### src/rtl/gpio6_pkg.sv
package gpio6_pkg;
  typedef enum logic [1:0] {
    OSC_XTAL   = 2'b00,
    OSC_EXTCLK = 2'b01,
    OSC_INTRC  = 2'b10,
    OSC_EXTRC  = 2'b11
  } osc_mode_e;

  localparam int DATA_W      = 8;
  localparam int NPINS       = 6;
  localparam logic REG_DATA  = 1'b0;
  localparam logic REG_DIR   = 1'b1;

  function automatic logic is_rc(input osc_mode_e m);
    return (m == OSC_INTRC) || (m == OSC_EXTRC);
  endfunction
endpackage

### src/rtl/gpio6_sync.sv
module gpio6_sync #(
  parameter int W      = 6,
  parameter int STAGES = 2
) (
  input  logic         clk,
  input  logic         rst,
  input  logic [W-1:0] d,
  output logic [W-1:0] q
);
  logic [W-1:0] chain [STAGES];

  for (genvar s = 0; s < STAGES; s++) begin : g_stage
    if (s == 0) begin : g_first
      always_ff @(posedge clk) begin
        if (rst) chain[s] <= '0;
        else     chain[s] <= d;
      end
    end else begin : g_next
      always_ff @(posedge clk) begin
        if (rst) chain[s] <= '0;
        else     chain[s] <= chain[s-1];
      end
    end
  end

  assign q = chain[STAGES-1];
endmodule

### src/rtl/gpio6_dir_reg.sv
module gpio6_dir_reg #(
  parameter int NP      = 6,
  parameter int IN_ONLY = 3,
  parameter int CLK_PIN = 4,
  parameter int OSC_LO  = 4,
  parameter int OSC_HI  = 5
) (
  input  logic          clk,
  input  logic          rst,
  input  logic          wr_en,
  input  logic [NP-1:0] wdata,
  input  logic          osc_rc,
  input  logic          clkout_en,
  output logic [NP-1:0] dir_eff,
  output logic [NP-1:0] osc_claim
);
  logic [NP-1:0] dir_q;
  logic [NP-1:0] wr_mask;
  logic          clk_claim;

  assign clk_claim = osc_rc & clkout_en;

  always_comb begin
    wr_mask   = '1;
    osc_claim = '0;
    dir_eff   = dir_q;
    for (int i = 0; i < NP; i++) begin
      if (i >= OSC_LO && i <= OSC_HI && !osc_rc) begin
        wr_mask[i]   = 1'b0;
        osc_claim[i] = 1'b1;
        dir_eff[i]   = 1'b1;
      end
      if (i == CLK_PIN && clk_claim) begin
        wr_mask[i]   = 1'b0;
        osc_claim[i] = 1'b1;
      end
      if (i == IN_ONLY) begin
        wr_mask[i] = 1'b0;
        dir_eff[i] = 1'b1;
      end
    end
  end

  always_ff @(posedge clk) begin
    if (rst)        dir_q <= '1;
    else if (wr_en) dir_q <= (dir_q & ~wr_mask) | (wdata & wr_mask);
  end
endmodule

### src/rtl/gpio6_ioc.sv
module gpio6_ioc #(
  parameter int          NP        = 6,
  parameter logic [5:0]  ELIG_MASK = 6'b001011,
  parameter int          MCLR_PIN  = 3
) (
  input  logic          clk,
  input  logic          rst,
  input  logic [NP-1:0] lvl,
  input  logic          capture,
  input  logic [NP-1:0] ana_sel,
  input  logic          mclr_en,
  input  logic          ioc_en,
  input  logic          ioc_clr,
  output logic          flag
);
  logic [NP-1:0] snap_q;
  logic [NP-1:0] elig;
  logic          hit;

  always_comb begin
    elig = ELIG_MASK[NP-1:0] & ~ana_sel;
    if (mclr_en) elig[MCLR_PIN] = 1'b0;
  end

  assign hit = ioc_en && (((lvl ^ snap_q) & elig) != '0);

  always_ff @(posedge clk) begin
    if (rst) begin
      snap_q <= '0;
      flag   <= 1'b0;
    end else begin
      if (capture) snap_q <= lvl;
      flag <= (flag & ~ioc_clr) | hit;
    end
  end
endmodule

### src/rtl/gpio6_port.sv
module gpio6_port
  import gpio6_pkg::*;
#(
  parameter int          DW          = 8,
  parameter int          NP          = 6,
  parameter int          SYNC_STAGES = 2,
  parameter int          IN_ONLY     = 3,
  parameter int          CLK_PIN     = 4,
  parameter int          OSC_LO      = 4,
  parameter int          OSC_HI      = 5,
  parameter logic [5:0]  SHARED_MASK = 6'b001011
) (
  input  logic          clk,
  input  logic          rst,
  input  logic          bus_wr,
  input  logic          bus_rd,
  input  logic          bus_addr,
  input  logic [DW-1:0] bus_wdata,
  output logic [DW-1:0] bus_rdata,
  input  logic [1:0]    osc_mode,
  input  logic          clkout_en,
  input  logic          mclr_en,
  input  logic [NP-1:0] ana_sel,
  input  logic          pull_en,
  input  logic          ioc_en,
  input  logic          ioc_clr,
  input  logic [NP-1:0] pin_in,
  output logic [NP-1:0] pin_out,
  output logic [NP-1:0] pin_oe,
  output logic [NP-1:0] pin_pu,
  output logic          ioc_flag
);
  localparam int          HI_W     = DW - NP;
  localparam logic [NP-1:0] LAT_MASK = ~(NP'(1) << IN_ONLY);

  logic          osc_rc;
  logic [NP-1:0] lvl;
  logic [NP-1:0] dir_eff;
  logic [NP-1:0] osc_claim;
  logic [NP-1:0] lat_q;
  logic [NP-1:0] rd_mask;
  logic [NP-1:0] pu_d;
  logic          unused_wdata_hi;

  assign osc_rc          = is_rc(osc_mode_e'(osc_mode));
  assign unused_wdata_hi = ^bus_wdata[DW-1:NP];

  gpio6_sync #(.W(NP), .STAGES(SYNC_STAGES)) u_sync (
    .clk (clk),
    .rst (rst),
    .d   (pin_in),
    .q   (lvl)
  );

  gpio6_dir_reg #(
    .NP(NP), .IN_ONLY(IN_ONLY), .CLK_PIN(CLK_PIN), .OSC_LO(OSC_LO), .OSC_HI(OSC_HI)
  ) u_dir (
    .clk       (clk),
    .rst       (rst),
    .wr_en     (bus_wr && bus_addr == REG_DIR),
    .wdata     (bus_wdata[NP-1:0]),
    .osc_rc    (osc_rc),
    .clkout_en (clkout_en),
    .dir_eff   (dir_eff),
    .osc_claim (osc_claim)
  );

  gpio6_ioc #(.NP(NP), .ELIG_MASK(SHARED_MASK), .MCLR_PIN(IN_ONLY)) u_ioc (
    .clk     (clk),
    .rst     (rst),
    .lvl     (lvl),
    .capture (bus_rd && bus_addr == REG_DATA),
    .ana_sel (ana_sel),
    .mclr_en (mclr_en),
    .ioc_en  (ioc_en),
    .ioc_clr (ioc_clr),
    .flag    (ioc_flag)
  );

  // Output data latches; the input-only pin has none.
  always_ff @(posedge clk) begin
    if (rst) lat_q <= '0;
    else if (bus_wr && bus_addr == REG_DATA) lat_q <= bus_wdata[NP-1:0] & LAT_MASK;
  end

  always_comb begin
    rd_mask = ana_sel | osc_claim;
    if (mclr_en) rd_mask[IN_ONLY] = 1'b1;
    pu_d = pull_en ? SHARED_MASK[NP-1:0] : '0;
    if (mclr_en) pu_d[IN_ONLY] = 1'b1;
  end

  always_ff @(posedge clk) begin
    if (rst) begin
      bus_rdata <= '0;
      pin_out   <= '0;
      pin_oe    <= '0;
      pin_pu    <= '0;
    end else begin
      if (bus_rd) begin
        if (bus_addr == REG_DATA) bus_rdata <= {{HI_W{1'b0}}, lvl & ~rd_mask};
        else                      bus_rdata <= {{HI_W{1'b1}}, dir_eff};
      end
      pin_out <= lat_q & LAT_MASK;
      pin_oe  <= ~dir_eff & ~osc_claim & LAT_MASK;
      pin_pu  <= pu_d;
    end
  end
endmodule

### config.mk
export PLATFORM = sky130hd
export DESIGN_NAME = gpio6_port
export DESIGN_NICKNAME = d
export VERILOG_FILES = /design/src/rtl/gpio6_pkg.sv /design/src/rtl/gpio6_sync.sv /design/src/rtl/gpio6_dir_reg.sv /design/src/rtl/gpio6_ioc.sv /design/src/rtl/gpio6_port.sv
export SDC_FILE = /design/constraint.sdc
export NUM_CORES = 1
export LEC_CHECK = 0
export BUFFER_PORTS_ARGS = -buffer_cell sky130_fd_sc_hd__buf_2
export CAP_MARGIN = 25
export CORE_MARGIN = 2
export CORE_UTILIZATION = 49
export DETAILED_ROUTE_END_ITERATION = 10
export PLACE_DENSITY = 0.84
export SLEW_MARGIN = 0
export SYNTH_ARGS = -nofsm -noshare
export SYNTH_HDL_FRONTEND = slang
export SYNTH_HIERARCHICAL = 1
export SYNTH_SLANG_ARGS = --single-unit
### constraint.sdc
create_clock -name clk -period 1.6 [get_ports clk]
set_input_delay 0.24 -clock clk [delete_from_list [all_inputs] [get_ports clk]]
set_output_delay 0.24 -clock clk [all_outputs]
set_load 0.02 [all_outputs]
==> impl_results.md <==
- Outcome: finished, final reports clean
- Core region area: 3390 um^2
- Syn Area/Cell: 10.5 um^2
- Hold path endpoint: u_sync/chain[0][4]
- Antenna Nets Post-Route: 0
- Area of the multi-input gates: 724 um^2
- CTS root buf: clkbuf_4
- IO buf count: 49
- Startpoint types: flip-flop
- Worst-path clk slew: 0.12 ns
- P_leak: 0.899 nW
- Reg-to-reg startpoint: u_sync/chain[1][1]
- Clock Skews: 0.00855 ns
- Max Root-Sink Buffers: 2
- Crit. End Element: output port
- Total Routing Usage GR: 15.7%
- WHS Path Cells: 2
- Fin. Hold Viols: 0
- Max-slew violations: 0
- Detailed-route via count: 1,210
- Hpwl dp: 2230 um
- Post-CTS sizing: 0
- Cell Rows: 21
- Crit path buffers/inverters: 1
- Hold WC Path Type: input pin to flip-flop
- CP arrival: 0.88 ns
- Setup Buffers After CTS: 0
- Peak VDD IR: 478 uV
- Synthesized area: 1770 um^2
- DRT Pass-1 Iters: 4
- Die area: 4100 um^2
- Syn Inst Count: 168
- Antenna cells: 0
- Crit path required time: 1.36 ns
- Reg-to-reg endpoint: bus_rdata[1]
- Routing usage on met2: 25.9%
- CTS tree: yes
- Cell variety after synth: 32
- First-pass GRT wire length: 4950 um
- Crit path time final: 1.12 ns
- I/O Pins: 59
- Crit path max-delay family: flip-flops
- Share of cells above drive strength 1: 37.0%
- DR iter-0 viols: 31
- Detailed Route WL: 2970 um
- Cts-stage hold buffer count: 0
- Register area: 901 um^2
- Final cell count without fillers: 257
- CTS H-tree lvls: 2
- Internal reg-to-reg setup slack: 0.59 ns
- Die Wd: 64.0 um
- Antenna violations before repair: 0
- RSZ-0062 raised after global routing: no
- Clock latency on the worst-skew pair: 0.34 ns
- # fillers: 290
- GRT met1 Usage: 18.1%
- CTS Buf Count: 5
- # clock sinks: 45
- Gp weighted congestion: 0.757
- Critical-path cell list: buf_2
- Slowest stage cell, crit path: dfxtp_1
- Pin count of the biggest net entering global routing: 26
- Met3 usage: 5.63%
- Initial Util: 52.1%
- Peak Freq: 894 MHz
- Final #Nets: 243
- Vert. Die Dim: 64.0 um
- Vias/cell: 4.71
- Busiest layer in global routing: met2
- Drt wl/cell: 11.6 um
- Grt total ovfl: 0
- Reg2Reg Depth: 3
- Yosys warns: 6
- Hold Crit Start: pin_in[4]
- Fin Setup TNS: 0 ns
- Final setup fails: 0
- CP Class: flip-flop to output port
- Residual DRC: 0
- Placed insts: 250
- Area Overhead vs Synth: 13.7%
- Period utilisation layout: 69.9%
- Max cap viols: 0
- CP peak stage delay: 0.37 ns
- Flops & latches, synth: 45
- PwrDens: 972 nW/um^2
- Sequential-to-total area share from yosys stat: 51.0%
- Crit Path Max Fanout: 3
- Vias in the first global route: 1,166
[cells in the mapped netlist]
| cell type | instances | area, um^2 |
|---|---|---|
| dfxtp_1 | 45 | 901 |
| nor2_1 | 21 | 78.8 |
| buf_4 | 16 | 120 |
| mux2i_1 | 10 | 100 |
| nor2b_1 | 10 | 62.6 |
| nor2b_2 | 8 | 70.1 |
| a21oi_1 | 7 | 35.0 |
| nor3_1 | 5 | 25.0 |
| a211oi_1 | 4 | 30.0 |
| and2b_2 | 4 | 35.0 |
| nor4b_1 | 4 | 35.0 |
| a211o_1 | 3 | 26.3 |
| clkbuf_1 | 3 | 11.3 |
| conb_1 | 3 | 11.3 |
| or2b_1 | 3 | 22.5 |
| a211oi_2 | 2 | 25.0 |
| buf_2 | 2 | 10.0 |
| buf_6 | 2 | 22.5 |
| nor2b_4 | 2 | 27.5 |
| xnor2_1 | 2 | 17.5 |
| a21boi_2 | 1 | 11.3 |
| a311o_1 | 1 | 10.0 |
| a31o_2 | 1 | 8.76 |
| and2_2 | 1 | 7.51 |
| inv_1 | 1 | 3.75 |
| nand2b_1 | 1 | 6.26 |
| nand3_1 | 1 | 5.00 |
| nand3b_1 | 1 | 7.51 |
| nor3b_1 | 1 | 7.51 |
| nor4b_2 | 1 | 15.0 |
| o22a_1 | 1 | 8.76 |
| xor2_1 | 1 | 8.76 |
[how the worst max path moves through the flow]
| stage | cells after the start | to | from | slack [ns] |
|---|---|---|---|---|
| global placement | 5 | bus_rdata[4] | osc_mode[1] | 0.33 |
| detailed placement | 5 | bus_rdata[4] | osc_mode[1] | 0.29 |
| CTS | 1 | bus_rdata[6] | bus_rdata[6] | 0.46 |
| floorplan | 5 | bus_rdata[4] | osc_mode[1] | 0.31 |
| finish | 1 | bus_rdata[6] | bus_rdata[6] | 0.48 |
| global route | 3 | bus_rdata[1] | u_sync/chain[1][1] | 0.43 |
[metal layers]
| metal | up-vias | part of all wire, % |
|---|---|---|
| met5 | - | 0 |
| met4 | 0 | 2.0 |
| met3 | 5 | 6.2 |
| met2 | 35 | 48 |
| met1 | 555 | 44 |
| li1 | 615 | - |
[area by class of cell]
cell class                 instances  share of cell area, %
sequential                        45                   44.8
multi-input combinational        106                   36.1
timing repair buffer              52                   13.3
tap                               46                   2.86
clock buffer                       7                   2.74
inverter                           1                  0.187
[cells in the final DEF (no fill, tap or decap)]
cell type / netlist / layout
nand3_1: 1 / 1
nor2_1: 21 / 21
nor3b_1: 1 / 1
mux2i_1: 10 / 10
conb_1: 3 / 10
xnor2_1: 2 / 2
a31o_2: 1 / 1
a21boi_2: 1 / 1
nor4b_1: 4 / 4
and2_2: 1 / 1
nand2b_1: 1 / 1
clkbuf_4: 0 / 5
nor3_1: 5 / 5
inv_1: 1 / 1
xor2_1: 1 / 1
buf_2: 2 / 49
clkbuf_8: 0 / 1
a211o_1: 3 / 3
dfxtp_1: 45 / 45
clkbuf_1: 3 / 1
nor2b_2: 8 / 8
a211oi_2: 2 / 2
nand3b_1: 1 / 1
nor2b_4: 2 / 2
and2b_2: 4 / 4
o22a_1: 1 / 1
nor2b_1: 10 / 10
a21oi_1: 7 / 7
a311o_1: 1 / 1
buf_4: 16 / 3
a211oi_1: 4 / 4
nor4b_2: 1 / 1
or2b_1: 3 / 3
[cells by family after synthesis]
logic type,count (synthesis),share of synthesized area [%]
AND/OR/NAND/NOR,63,22.9
flip-flops,45,51.0
buffers and inverters,24,9.49
AO/OA/AOI/OAI,20,8.78
multiplexers,10,5.67
XOR/XNOR,3,1.49
other,3,0.637
[power by group]
part	total, mW	leakage [nW]	internal, mW	switching, mW
sequential	1.19	0.370	1.17	0.0232
clock	0.521	0.0314	0.208	0.313
combinational	0.240	0.498	0.106	0.134
total	1.95	0.899	1.48	0.470
[stage by stage]
stage                     instance area, um^2  hold slack, ns  util (%)  setup WS (ns)  total power, mW
after global placement                   1950           0.419      57.7          0.334             1.45
after floorplan                          1790           0.305         -          0.311             1.40
after global routing                     2010          0.0873      59.3          0.428             2.04
final                                    2010           0.100      59.3          0.481             1.95
after CTS                                2010          0.0885      59.3          0.460             1.98
after detailed placement                 1950           0.435      57.7          0.285             1.46
[sequential cells by signal, summed over array words and instances, names as in the netlist, named ones only]
signal / cells
u_sync/chain: 12
bus_rdata: 7
lat_q: 5
pin_oe: 5
pin_out: 5
u_dir/dir_q: 3
u_ioc/snap_q: 3
pin_pu: 2
u_ioc/flag: 1
No activity file was read; power rests on OpenSTA's default activity.
